--- src/rtl/gpio_pd_pkg.sv ---
package gpio_pd_pkg;
    localparam logic [15:0] OFS_DATA = 16'h0000;
    localparam logic [15:0] OFS_DIR  = 16'h0004;
    localparam logic [15:0] OFS_PDI  = 16'h0010;

    typedef enum logic [1:0] {
        SEL_NONE = 2'd0,
        SEL_DATA = 2'd1,
        SEL_DIR  = 2'd2,
        SEL_PDI  = 2'd3
    } reg_sel_e;

    function automatic reg_sel_e decode_ofs(input logic [15:0] ofs);
        reg_sel_e s;
        unique case (ofs)
            OFS_DATA: s = SEL_DATA;
            OFS_DIR:  s = SEL_DIR;
            OFS_PDI:  s = SEL_PDI;
            default:  s = SEL_NONE;
        endcase
        return s;
    endfunction
endpackage

--- src/rtl/gpio_pd_regs.sv ---
module gpio_pd_regs
    import gpio_pd_pkg::*;
#(
    parameter int W = 8
) (
    input  logic         clk,
    input  logic         rst_n,
    input  logic         wr_en,
    input  reg_sel_e     sel,
    input  logic [W-1:0] wdata,
    output logic [W-1:0] data_q_o,
    output logic [W-1:0] dir_q_o,
    output logic [W-1:0] pdi_q_o
);
    typedef struct packed {
        logic [W-1:0] data;
        logic [W-1:0] dir;
        logic [W-1:0] pdi;
    } regs_t;

    regs_t regs_d, regs_q;

    always_comb begin
        regs_d = regs_q;
        if (wr_en) begin
            unique case (sel)
                SEL_DATA: regs_d.data = wdata;
                SEL_DIR:  regs_d.dir  = wdata;
                SEL_PDI:  regs_d.pdi  = wdata;
                default:  regs_d      = regs_q;
            endcase
        end
    end

    always_ff @(posedge clk or negedge rst_n) begin
        if (!rst_n) regs_q <= '0;
        else        regs_q <= regs_d;
    end

    assign data_q_o = regs_q.data;
    assign dir_q_o  = regs_q.dir;
    assign pdi_q_o  = regs_q.pdi;

    // a direction write lands one edge later
    p_dir_write_r5: assert property (@(posedge clk) disable iff (!rst_n)
        (wr_en && sel == SEL_DIR) |=> (dir_q_o == $past(wdata)));

    // a data write lands regardless of direction
    p_data_write_r3: assert property (@(posedge clk) disable iff (!rst_n)
        (wr_en && sel == SEL_DATA) |=> (data_q_o == $past(wdata)));

    // unmapped writes leave every register alone
    p_unmapped_r10: assert property (@(posedge clk) disable iff (!rst_n)
        (sel == SEL_NONE) |=> ($stable(data_q_o) && $stable(dir_q_o) && $stable(pdi_q_o)));
endmodule

--- src/rtl/gpio_pd_sync.sv ---
module gpio_pd_sync #(
    parameter int W      = 8,
    parameter int STAGES = 2
) (
    input  logic         clk,
    input  logic         rst_n,
    input  logic [W-1:0] din,
    output logic [W-1:0] dout
);
    logic [STAGES-1:0][W-1:0] sync_d, sync_q;

    always_comb begin
        sync_d[0] = din;
        for (int k = 1; k < STAGES; k++) sync_d[k] = sync_q[k-1];
    end

    always_ff @(posedge clk or negedge rst_n) begin
        if (!rst_n) sync_q <= '0;
        else        sync_q <= sync_d;
    end

    assign dout = sync_q[STAGES-1];
endmodule

--- src/rtl/gpio_pd_pinctl.sv ---
module gpio_pd_pinctl
    import gpio_pd_pkg::*;
#(
    parameter int W         = 8,
    parameter bit PD_OPTION = 1'b1
) (
    input  logic         clk,
    input  logic         rst_n,
    input  logic         rd_en,
    input  reg_sel_e     sel,
    input  logic [W-1:0] data_q,
    input  logic [W-1:0] dir_q,
    input  logic [W-1:0] pdi_q,
    input  logic [W-1:0] pin_sync,
    output logic [W-1:0] pin_out,
    output logic [W-1:0] pin_oe,
    output logic [W-1:0] pin_pd_en,
    output logic [W-1:0] rdata
);
    logic [W-1:0] readback;

    for (genvar i = 0; i < W; i++) begin : g_pin
        assign readback[i] = dir_q[i] ? data_q[i] : pin_sync[i];
        if (PD_OPTION) begin : g_pd
            assign pin_pd_en[i] = ~pdi_q[i] & ~dir_q[i];
        end else begin : g_nopd
            assign pin_pd_en[i] = 1'b0;
        end
    end

    assign pin_out = data_q;
    assign pin_oe  = dir_q;

    always_comb begin
        rdata = '0;
        if (rd_en) begin
            unique case (sel)
                SEL_DATA: rdata = readback;
                SEL_DIR:  rdata = dir_q;
                default:  rdata = '0;
            endcase
        end
    end

    // a pulldown is never on while the pin drives
    p_pd_vs_drive_r6: assert property (@(posedge clk) disable iff (!rst_n)
        ((pin_pd_en & pin_oe) == '0));

    if (!PD_OPTION) begin : g_chk_off

        p_pd_off_r7: assert property (@(posedge clk) disable iff (!rst_n)
            (pin_pd_en == '0));
    end
endmodule

--- src/rtl/gpio_pd_port.sv ---
module gpio_pd_port
    import gpio_pd_pkg::*;
#(
    parameter int W           = 8,
    parameter int ADDR_W      = 5,
    parameter int SYNC_STAGES = 2,
    parameter bit PD_OPTION   = 1'b1
) (
    input  logic              clk,
    input  logic              rst_n,
    input  logic [ADDR_W-1:0] bus_addr,
    input  logic              bus_rd,
    input  logic              bus_wr,
    input  logic [W-1:0]      bus_wdata,
    output logic [W-1:0]      bus_rdata,
    input  logic [W-1:0]      pin_in,
    output logic [W-1:0]      pin_out,
    output logic [W-1:0]      pin_oe,
    output logic [W-1:0]      pin_pd_en
);
    localparam int PAD_W = 16 - ADDR_W;

    reg_sel_e     sel;
    logic [W-1:0] data_q, dir_q, pdi_q, pin_sync;

    assign sel = decode_ofs({{PAD_W{1'b0}}, bus_addr});

    gpio_pd_regs #(.W(W)) u_regs (
        .clk(clk), .rst_n(rst_n), .wr_en(bus_wr), .sel(sel), .wdata(bus_wdata),
        .data_q_o(data_q), .dir_q_o(dir_q), .pdi_q_o(pdi_q)
    );

    gpio_pd_sync #(.W(W), .STAGES(SYNC_STAGES)) u_sync (
        .clk(clk), .rst_n(rst_n), .din(pin_in), .dout(pin_sync)
    );

    gpio_pd_pinctl #(.W(W), .PD_OPTION(PD_OPTION)) u_pins (
        .clk(clk), .rst_n(rst_n), .rd_en(bus_rd), .sel(sel),
        .data_q(data_q), .dir_q(dir_q), .pdi_q(pdi_q), .pin_sync(pin_sync),
        .pin_out(pin_out), .pin_oe(pin_oe), .pin_pd_en(pin_pd_en), .rdata(bus_rdata)
    );

    // the inhibit register reads as zero
    p_pdi_read_zero_r8: assert property (@(posedge clk) disable iff (!rst_n)
        (bus_rd && sel == SEL_PDI) |-> (bus_rdata == '0));

    if (PD_OPTION) begin : g_handover
        // pulldown takes over in the cycle the driver lets go
        p_pd_handover_r9: assert property (@(posedge clk) disable iff (!rst_n)
            (((($past(pin_oe) & ~pin_oe & ~pdi_q) & ~pin_pd_en) == '0)));
    end
endmodule

--- config.mk ---
export PLATFORM = sky130hd
export DESIGN_NAME = gpio_pd_port
export DESIGN_NICKNAME = d
export VERILOG_FILES = /design/src/rtl/gpio_pd_pkg.sv /design/src/rtl/gpio_pd_regs.sv /design/src/rtl/gpio_pd_sync.sv /design/src/rtl/gpio_pd_pinctl.sv /design/src/rtl/gpio_pd_port.sv
export SDC_FILE = /design/constraint.sdc
export NUM_CORES = 1
export LEC_CHECK = 0
export BUFFER_PORTS_ARGS = -buffer_cell sky130_fd_sc_hd__buf_2
export CAP_MARGIN = 20
export CELL_PAD_IN_SITES_DETAIL_PLACEMENT = 0
export CELL_PAD_IN_SITES_GLOBAL_PLACEMENT = 1
export CORE_MARGIN = 2
export CORE_UTILIZATION = 25
export DETAILED_ROUTE_END_ITERATION = 6
export GPL_ROUTABILITY_DRIVEN = 0
export MAX_ROUTING_LAYER = met4
export PLACE_DENSITY = 0.63
export SKIP_LAST_GASP = 1
export SYNTH_ARGS = -nofsm -noshare
export SYNTH_HDL_FRONTEND = slang
export SYNTH_SLANG_ARGS = --single-unit
--- constraint.sdc ---
create_clock -name clk -period 1.56 [get_ports clk]
set_input_delay 0.156 -clock clk [delete_from_list [all_inputs] [get_ports clk]]
set_output_delay 0.156 -clock clk [all_outputs]
set_load 0.02 [all_outputs]
-- Word-level counts from Yosys, hierarchy flattened
Index checks and enable logic that the tools add are counted.
- latch bits: 0
- flip-flop bits (word level): 40
- bits in read-only memories: 0
- RAM bits: 0
- memories: 0
- output and inout port bits: 32
- logic and storage cells: 49
- input bits: 25
- mux-type cells: 11
- eq/ne operators: 5
- $lt $le $gt $ge: 0
- shifts and indexed selects: 0
- add/sub/neg operators: 0
- multipliers: 0
- reduce and logical (&&, ||, !) cells: 4
- div/mod/pow operators: 0
- bitwise operators: 24
- operators by type and width (operator ; number):
    1-bit inverter ; 16
    8-bit case mux with 2 select lines ; 1
    1-bit bitwise AND ; 8
    1-bit two-way mux ; 8
    8-bit two-way mux ; 1
    2-bit case mux with 3 select lines ; 1
    2-bit AND reduction ; 3
    5-bit by 3-bit equality test with 1-bit output, second input constant ; 1
    5-bit equality test, second input constant ; 1
    5-bit zero test ; 1
    2-bit equality test, second input constant ; 2
    2-bit by 1-bit equality test with 1-bit output, second input constant ; 1

-- Logic depth before layout (Yosys ltp)
Gate-level depths: netlist of run 1.
- depth in word-level cells: 5
- depth in mapped cells: 6
- depth with buffers taken out: 5

-- Hierarchy
A second synthesis of run 1 with hierarchy kept.
- cells, all modules: 126
- area total of the unflattened synthesis: 1729.2 µm²
- by module, submodules not included (module ; times used ; seq. area each (µm²) ; cells an instance ; area each (µm²)):
    gpio_pd_regs ; 1 ; 600.6 ; 51 ; 903.4
    gpio_pd_sync ; 1 ; 400.4 ; 16 ; 400.4
    gpio_pd_pinctl ; 1 ; 0.0 ; 56 ; 397.9
    gpio_pd_port ; 1 ; 0.0 ; 3 ; 27.5

-- Least setup slack after synthesis of run 1
No wires, ideal clock.
- kind: input to output
- from: in bus_addr[3]
- to: out bus_rdata[6]
- stages: 4
- buffers on the path: 0
- data arrival time: 1548 ps
- slack: -144 ps
- required time: 1404 ps
- cell sequence: nor4_1 > ha_1 > a21oi_1 > a311oi_1
- word-level cells in the longest chain between the ends: 5
- elaborated cells between the ends (all ways): 8
- classes of those cells: eq/ne: 4; mux: 3; reduce/logical: 1
- ends and longest elaborated chain (what ; RTL line ; source):
    start, declared ; gpio_pd_port.sv:11 ; input logic [ADDR_W-1:0] bus_addr,
    5-bit equality test (tied with other cells) ; gpio_pd_pkg.sv:15 ; unique case (ofs)
    2-bit case mux with 3 select lines (*) ; gpio_pd_pkg.sv:15 ;
    2-bit equality test / 2-bit by 1-bit equality test with 1-bit output (equally long branches) ; gpio_pd_pinctl.sv:37 ; unique case (sel)
    8-bit case mux with 2 select lines (*) ; gpio_pd_pinctl.sv:37 ;
    8-bit two-way mux (*) ; gpio_pd_pinctl.sv:36 ; if (rd_en) begin
    end, declared ; gpio_pd_port.sv:15 ; output logic [W-1:0] bus_rdata,
Mark *: on every way between the ends. The rest lies on a longest branch, timed or not.

-- Worst setup path after layout of run 1
- from: in bus_addr[2]
- to: out bus_rdata[6]
Same word-level chain as after synthesis.

==> metrics.txt, run 1 <==
die area 6921 um^2; final worst slack -0.1069 ns; Clock power frac 0.257; main combinational cell family by area after synthesis multiplexers; FF+latch area 1001 um^2; share of cells above drive strength 1 0.6186; Final HPWL DP 2.584 mm; #FFs+latches synth 40; Routed WL 3.834 mm; area share of xor/xnor cells in the synthesized design 0.005587; ys async rst share 1.000; syn nets 139; Post-Syn Instances 111; sequential-to-total area share from yosys stat 0.6385; Critical Path AT 1.51 ns; Ys Warns 0; Setup Skew 0.006664 ns; top-level I/O count 57; Post-Synth Simple-Gate Area 0.06864; Starting Density 0.2617; CTS Root Buffer Type clkbuf_8; initial antenna violation count 0; number of global-route vias before repair 1224; post-synthesis cell area 1568 um^2; Switch Pwr 912.2 uW; met3 WL post-DR 249 um; family with the most delay on the worst path buffers and inverters; clk slew on worst S/H paths 0.08 ns; final cell count without fillers 269; Fin. Hold Viols 0; failing checks setup timing; CP Data Required Time 1.40 ns; Sw Share 0.3241; H-tree lvl count 2; TritonRoute pass-1 iters 3; RSZ-0062 raised after global routing yes; Die Y 83.19 um; compound-cell area share of the yosys netlist 0.03671; Starting DRT DRC Count 18; Comb pwr share 0.274; Leak 0.001140 uW; library cells used by synthesis 16; P&R area growth vs syn 59.14%; Final #Nets 222; worst hold slack 0.1290 ns; DRC 0; max layer used met4; metal2 WL 1.760 mm; wire per inst 14.25 um; vias 1179; crit-path max cell delay 0.31 ns; row count 28; setup_tns -0.4764 ns; number of enable flip-flop cells after synthesis 0; status complete, but fails checks; sequential power share 0.468; CP Class in2out; Placed Instances 249; internal power 1902 uW; placed inst area 2007 um^2; relative slew slack 0.6646; PD cells 1128 nW/um^2; CTS tree yes; Max Slew Vio Count 0; Clock Latency Late Sink 0.29 ns; antenna cells 0; crit path max fanout 3; Port-buffer cells 56; adder-cell area share of the yosys netlist 0.02394; Worst setup SP type primary input; largest net degree at the start of global routing 41; average size of a mapped cell 14.12 um^2; Buf+Inv Stages, Crit Path 4; Slew @ Worst Pin 0.5032 ns; post-synthesis mux area share 0.2171; gr usage total 0.1204; global-route wire length before repair 6.244 mm; clock sink total 40; max frequency 0.5999 GHz; cell chain of the critical path buf_12 -> nor4_4 -> buf_4 -> ha_4 -> buf_6 -> nand2_1 -> a311oi_2 -> buf_4; number of CTS-inserted buffers 5; Metal-1 WL 1.784 mm; max-cap violation count 0; crit-path most repeated cell buf_4; Final Instance Area 2495 um^2; CP max stage cell nor4_4; Fill cells 561; total grt overflow 0; Hold Crit Class in2reg; top_reg_cell synth dfrtp_1; post-route ant nets 0; period utilization 1.069; Die Span X 83.19 um; Peak VDD IR 0.0007476 V; nature of the critical path endpoint output port; final setup vio count 8; Core ar. 5991 um^2; Period minus WS final 1.667 ns; post-layout util 0.4165; via/cell ratio 4.383; CTS Buffer Depth 2; area taken by multi-input logic gates 737.0 um^2
## Yosys cell counts, drive strengths merged, types with 2 or more instances
library cell	n	area [um^2]
mux2	24	270.3
nor2	8	30.03
dfrtp	40	1001
ha	3	37.54
inv	2	7.510
nor4	2	12.51
mux2i	7	70.07
o22ai	7	43.79
nand2	12	52.55
## stage by stage
step / worst slack (ns) / total power (uW)
after floorplan: 0.04343 / 1728
after global placement: -0.2184 / 2020
after detailed placement: -0.2295 / 2023
after CTS: -0.1383 / 2809
after global routing: -0.1774 / 2989
final: -0.1069 / 2815
## cells in the final DEF, fill, tap and decap left out, types with 5 or more instances in the layout
| cell | count |
|---|---|
| o22ai_4 | 6 |
| dfrtp_1 | 40 |
| buf_6 | 11 |
| mux2i_1 | 7 |
| buf_4 | 10 |
| dlygate4sd3_1 | 9 |
| clkbuf_8 | 7 |
| mux2_2 | 24 |
| nand2_2 | 5 |
| buf_2 | 44 |
| nand2_1 | 6 |
| nor2_1 | 8 |
## path summary, 6_finish.rpt
| kind | to | slack [ns] | depth (start not counted) | from |
|---|---|---|---|---|
| min in group asynchronous | u_regs.dir_q_o[5] | 0.45 | 3 | rst_n |
| max reg2reg | u_regs.dir_q_o[5] | 0.72 | 1 | u_regs.dir_q_o[5] |
| min reg2reg | u_sync.dout[4] | 0.34 | 0 | u_sync.sync_d[12] |
| max in group asynchronous | u_sync.dout[0] | 0.76 | 3 | rst_n |
| min | u_regs.pdi_q_o[4] | 0.13 | 2 | bus_wdata[4] |
| max | bus_rdata[6] | -0.11 | 8 | bus_addr[2] |
## sequential cells by signal, summed over array words and instances (netlist names)
register / flops
u_sync.dout: 8
u_regs.data_q_o: 8
u_sync.sync_d: 8
u_regs.dir_q_o: 8
u_regs.pdi_q_o: 8
## power by group through the flow
stage | combinational, uW | clock [uW] | sequential (uW)
CTS | 741 | 750 | 1320
finish | 772 | 724 | 1320
global placement | 684 | 0 | 1340
floorplan | 286 | 0 | 1440
detailed placement | 687 | 0 | 1340
global route | 831 | 811 | 1350
## routing by layer
metal / vias up / GRT usage
li1: 553 / -
met1: 580 / 0.1647
met2: 42 / 0.1694
met3: 4 / 0.04374
met4: 0 / 0.03130
met5: - / -
## kinds of logic after synthesis
kind of cell             count (synthesis)
XOR/XNOR                                 1
adder cells (fa/ha/maj)                  3
AO/OA/AOI/OAI                            9
AND/OR/NAND/NOR                         24
flip-flops                              40
buffers and inverters                    3
multiplexers                            31
## layout make-up
type,instances,share of cell area
tap,75,0.03761
timing repair buffer,77,0.2242
sequential,40,0.4012
clock buffer,7,0.03862
inverter,2,0.003009
multi-input combinational,68,0.2954
## what timing repair did
action	in CTS	in global routing
hold buffers	9	0
gates cloned	0	0
hold endpoints to repair	48	0
gates resized for setup	27	31
setup buffers	3	1
pin swaps	7	9
endpoints found under the setup margin	8	16
(Power assumes the default switching activity.)
==> inputs of run 2 (changes only) <==
--- a/config.mk
+++ b/config.mk
@@ -5,6 +5,7 @@
 export SDC_FILE = /design/constraint.sdc
 export NUM_CORES = 1
 export LEC_CHECK = 0
+export ABC_AREA = 1
 export BUFFER_PORTS_ARGS = -buffer_cell sky130_fd_sc_hd__buf_2
 export CAP_MARGIN = 20
 export CELL_PAD_IN_SITES_DETAIL_PLACEMENT = 0
@@ -14,7 +15,7 @@
 export DETAILED_ROUTE_END_ITERATION = 6
 export GPL_ROUTABILITY_DRIVEN = 0
 export MAX_ROUTING_LAYER = met4
-export PLACE_DENSITY = 0.63
+export PLACE_DENSITY = 0.66
 export SKIP_LAST_GASP = 1
 export SYNTH_ARGS = -nofsm -noshare
 export SYNTH_HDL_FRONTEND = slang
==> run 2 against run 1 <==
  * The run ends with DRC left
  * Area after synthesis rose by 6.6%
  * Clock-buffer cell count fell by 1
  * Clock skew fell by 0.0026 ns
  * Power fell by 1.6%
  * First-iteration DRC count rose to 4.4 times the previous value
  * Synthesized cell count rose by 74%
  * Combinational power fell by 13%
  * Register-to-register slack improved by 0.14 ns
  * Cell count rose by 29%
  * Largest cell class unchanged
  * Largest power group unchanged
==> metrics.txt, run 2 <==
status complete, but fails checks; failing checks DRC; Slew @ Worst Pin 0.4812 ns; placed inst area 2103 um^2; antenna cells 0; number of global-route vias before repair 1328; Clock Latency Late Sink 0.29 ns; Sw Share 0.3170; Critical Path AT 1.40 ns; Synth area leader dfrtp_1; setup_tns 0 ns; top_reg_cell synth dfrtp_1; vias 1450; Post-Synth Simple-Gate Area 0.1864; sequential-to-total area share from yosys stat 0.5988; Ys Warns 0; Clock power frac 0.299; PD cells 1099 nW/um^2; main combinational cell family by area after synthesis simple AND/OR/NAND/NOR gates; DRC 4; average size of a mapped cell 8.661 um^2; sequential power share 0.459; worst r2r path cells 2; CP Class in2out; global-route wire length before repair 6.327 mm; post-layout util 0.3922; number of CTS-inserted buffers 5; FF+latch area 1001 um^2; post-synthesis mux area share 0; top-count cell post-synth nand2_1; relative slew slack 0.6792; Hold Crit Class in2reg; Fin. Hold Viols 0; post-route ant nets 0; Final HPWL DP 2.857 mm; Max Slew Vio Count 0; library cells used by synthesis 11; Pwr Total 2768 uW; post-synthesis cell area 1672 um^2; CP Data Required Time 1.40 ns; Final Instance Area 2519 um^2; Switch Pwr 877.6 uW; Port-buffer cells 56; largest net degree at the start of global routing 22; TritonRoute pass-1 iters 7; most common library cells after synthesis 68 x nand2_1, 40 x dfrtp_1, 31 x inv_1, 24 x o21ai_1, 10 x nor2_1; initial antenna violation count 0; syn nets 221; wire per inst 12.13 um; Hold Path Origin bus_wdata[4]; Starting DRT DRC Count 80; flop2flop setup slack 0.86 ns; H-tree lvl count 2; Comb pwr share 0.243; final setup vio count 0; most frequent cells in the layout 56 x nand2_1, 47 x buf_2, 40 x dfrtp_1; Starting Density 0.2603; #FFs+latches synth 40; Peak VDD IR 0.0004242 V; Worst Hold Path Cells 3; adder-cell area share of the yosys netlist 0.02246; Period minus WS final 1.553 ns; nature of the critical path endpoint output port; Leak 0.001260 uW; Reg-to-Reg End u_regs.dir_q_o[2]; CTS Root Buffer Type clkbuf_8; area share of xor/xnor cells in the synthesized design 0; FF-to-FF Start u_regs.dir_q_o[2]; clock sink total 40; period utilization 0.9956; Core ar. 6422 um^2; top-level I/O count 57; row count 29; WHS Endpoint u_regs.data_q_o[4]; internal power 1891 uW; Die Span X 85.77 um; RSZ-0062 raised after global routing yes; die area 7356 um^2; total grt overflow 0; CTS Buffer Depth 2; share of cells above drive strength 1 0.3792; Routed WL 4.197 mm; crit path max fanout 4; clk slew on worst S/H paths 0.08 ns; max-cap violation count 0; worst hold slack 0.1376 ns; top cell type's share of synthesized area 0.5988; Worst setup SP type primary input; Synth area leaders dfrtp_1 60%, nand2_1 15%, o21ai_1 7.2%; most common cell after layout, fill and taps aside nand2_1; area taken by multi-input logic gates 641.9 um^2; Die Y 85.77 um; CTS tree yes; Setup Skew 0.004053 ns; Final #Nets 296; P&R area growth vs syn 50.67%; compound-cell area share of the yosys netlist 0.09880; Post-Syn Instances 193; Fill cells 679; ys async rst share 1.000; via/cell ratio 4.191; gr usage total 0.1172; number of enable flip-flop cells after synthesis 0; max frequency 0.6438 GHz
[run 2: layer usage]
layer  up-vias  global-route usage  routed length [um]
li1        739                   -                   -
met3         8             0.04620                 260
met4         0             0.03752                  65
met5         -                   -                   0
met1       660              0.1409                1893
met2        43              0.1811                1977
[run 2: area by class of cell]
type	instances	area share
clock buffer	6	0.02881
timing repair buffer	73	0.2196
tap	77	0.03825
sequential	40	0.3974
inverter	31	0.04719
multi-input combinational	117	0.2548
clock inverter	2	0.01391
[run 2: worst max path at each step]
stage                      from      endpoint  slack [ns]  cells past startpoint
floorplan           bus_addr[1]  bus_rdata[4]        0.05                     10
global placement    bus_addr[1]  bus_rdata[6]       -0.06                     11
detailed placement  bus_addr[1]  bus_rdata[6]       -0.08                     11
CTS                 bus_addr[1]  bus_rdata[5]       -0.01                     11
global route        bus_addr[1]  bus_rdata[6]       -0.07                     11
finish              bus_addr[0]  bus_rdata[3]       0.007                     12
[run 2: metrics by stage]
| stage | setup slack [ns] | cells |
|---|---|---|
| 2_1_floorplan | 0.05074 | 193 |
| 3_3_place_gp | -0.06415 | 327 |
| 3_5_place_dp | -0.07869 | 327 |
| 4_1_cts | -0.01279 | 344 |
| 5_1_grt | -0.07491 | 346 |
| 6_report | 0.006823 | 346 |
[run 2: kinds of logic after synthesis]
logic type / after synthesis
buffers and inverters: 36
AOI/OAI and AO/OA: 33
adders and majority gates: 3
DFF: 40
and+or+nand+nor: 81
[run 2: power by group through the flow]
stage | logic, uW | clock network, uW | registers (uW)
after floorplan | 273 | 0 | 1380
after global placement | 626 | 0 | 1290
after detailed placement | 629 | 0 | 1290
after CTS | 651 | 856 | 1270
after global routing | 744 | 908 | 1290
final | 673 | 826 | 1270
[run 2: repair_timing]
action                                  CTS  global route
pin swaps                                 0            16
cloned                                    0             2
gates resized for setup                   9            40
endpoints found under the hold margin    27             0
hold buffers                              9             0
endpoints found under the setup margin    8             8
setup buffers                             0             0
[run 2: critical path: stages]
cell	delay, ns
buf_6	0.10
nor2_4	0.11
nand2_4	0.08
a21oi_4	0.18
inv_2	0.07
ha_4	0.19
clkbuf_16	0.16
nand2_4	0.05
nand2_2	0.04
nand2_1	0.07
a21oi_2	0.04
buf_4	0.15
==> inputs of run 3 (changes only) <==
--- a/config.mk
+++ b/config.mk
@@ -10,7 +10,6 @@
 export CAP_MARGIN = 20
 export CELL_PAD_IN_SITES_DETAIL_PLACEMENT = 0
 export CELL_PAD_IN_SITES_GLOBAL_PLACEMENT = 1
-export CORE_MARGIN = 2
 export CORE_UTILIZATION = 25
 export DETAILED_ROUTE_END_ITERATION = 6
 export GPL_ROUTABILITY_DRIVEN = 0
==> run 3 against run 2 <==
  * The run now ends clean
  * Power fell by 3.6%
  * Flip-flop and latch count unchanged
  * Via count shrank 0.41%
  * Critical path type unchanged
==> metrics.txt, run 3 (synthesis results as in run 2) <==
status complete, no violations; Leak 0.001277 uW; max-cap violation count 0; Final Instance Area 2482 um^2; Routed WL 4.170 mm; vias 1444; Setup Skew 0.001862 ns; most frequent cells in the layout 51 x nand2_1, 47 x buf_2, 40 x dfrtp_1; row count 29; Core ar. 6386 um^2; Fin. Hold Viols 0; number of CTS-inserted buffers 5; antenna cells 0; Starting DRT DRC Count 59; crit path launch bus_addr[1]; Clock Latency Late Sink 0.28 ns; clk slew on worst S/H paths 0.07 ns; Worst setup SP type primary input; P&R area growth vs syn 48.50%; Worst Hold Path Cells 3; wire per inst 12.02 um; worst r2r path cells 2; post-layout util 0.3887; nature of the critical path endpoint output port; final worst slack 0.05781 ns; Hold Path Origin bus_wdata[3]; global-route wire length before repair 6.561 mm; Die Span X 83.77 um; total grt overflow 0; Period minus WS final 1.502 ns; CTS tree yes; CP Data Required Time 1.40 ns; Peak VDD IR 0.0006536 V; initial antenna violation count 0; WHS Endpoint u_regs.dir_q_o[3]; via/cell ratio 4.161; H-tree lvl count 2; Final #Nets 297; Hold Crit Class in2reg; CTS Buffer Depth 2; worst hold slack 0.1512 ns; placed inst area 2066 um^2; most common cell after layout, fill and taps aside nand2_1; Starting Density 0.2618; TritonRoute pass-1 iters 4; gr usage total 0.1249; post-route ant nets 0; cell chain of the critical path buf_2 -> nor2_4 -> nand2_4 -> a21oi_4 -> ha_1 -> nand2_1 -> inv_2 -> buf_6 -> nand2_2 -> a21oi_1 -> buf_4; crit path max fanout 4; Slew @ Worst Pin 0.4297 ns; crit-path max cell delay 0.25 ns; flop2flop setup slack 0.86 ns; setup_tns 0 ns; pre-CTS setup slack -0.08289 ns; number of global-route vias before repair 1311; Reg-to-Reg End u_regs.dir_q_o[1]; Final HPWL DP 2.836 mm; CP max stage cell ha_1; clock sink total 40; CP Class in2out; CTS Root Buffer Type clkbuf_8; period utilization 0.9629; die area 7017 um^2; largest net degree at the start of global routing 25; Max Slew Vio Count 0; top-level I/O count 57; share of cells above drive strength 1 0.4037; PD cells 1075 nW/um^2; relative slew slack 0.7135; FF-to-FF Start u_regs.dir_q_o[1]; Critical Path AT 1.35 ns; final setup vio count 0; DRC 0; Port-buffer cells 56; max frequency 0.6657 GHz; Die Y 83.77 um
-- run 3: cell count changes in the layout (fill, tap and decap cells not counted), moves of 2 or more --
cell	before	now
nand2_1	56	51
buf_12	4	1
buf_6	4	7
nand2_4	4	7
buf_4	7	9
clkbuf_16	2	0
nand2_2	11	13
-- run 3: worst max-delay path, delay by kind of cell --
family	cells	cell delay, ns
buffers and inverters	4	0.45
and+or+nand+nor	4	0.31
adders and majority gates	1	0.25
AOI/OAI and AO/OA	2	0.17
-- run 3: layer usage --
metal	wire length [um]	global-route usage
met4	43	0.03236
met3	202	0.03363
met5	0	-
met2	1900	0.1870
met1	2024	0.1680
-- run 3: how the worst max path moves through the flow --
stage                    to  slack (ns)  cells after the start
3_5_place_dp   bus_rdata[5]       -0.08                      9
6_report       bus_rdata[2]        0.06                     11
5_1_grt        bus_rdata[2]       -0.01                     11
4_1_cts        bus_rdata[0]       -0.02                     11
3_3_place_gp   bus_rdata[6]       -0.06                     11
2_1_floorplan  bus_rdata[4]        0.05                     10
-- run 3: timing repair --
item                                    in CTS  in global routing
pin swaps                                    5                 14
gates cloned                                 1                  0
hold buffers                                 9                  0
setup buffers                                0                  2
endpoints found under the setup margin       8                  8
endpoints found under the hold margin       24                  0
gates resized for setup                     18                 46
-- run 3: cell type report --
class | count | area, um^2
Fill cell | 711 | 3904
Multi-Input combinational cell | 117 | 666.9
Sequential cell | 40 | 1001
Clock inverter | 2 | 10.01
Inverter | 31 | 118.9
Timing Repair Buffer | 74 | 506.7
Tap cell | 77 | 96.34
Clock buffer | 6 | 82.58
-- run 3: through the flow --
step	total power [uW]	std cells
3_3_place_gp	1907	327
6_report	2668	347
4_1_cts	2657	345
3_5_place_dp	1914	327
5_1_grt	2830	347
2_1_floorplan	1652	193
-- run 3: power by group --
| part | internal, uW | leakage (uW) | switching [uW] |
|---|---|---|---|
| clock network | 353 | 0.0000510 | 354 |
| logic | 259 | 0.000725 | 430 |
| registers | 1160 | 0.000501 | 114 |
| total | 1770 | 0.00128 | 899 |
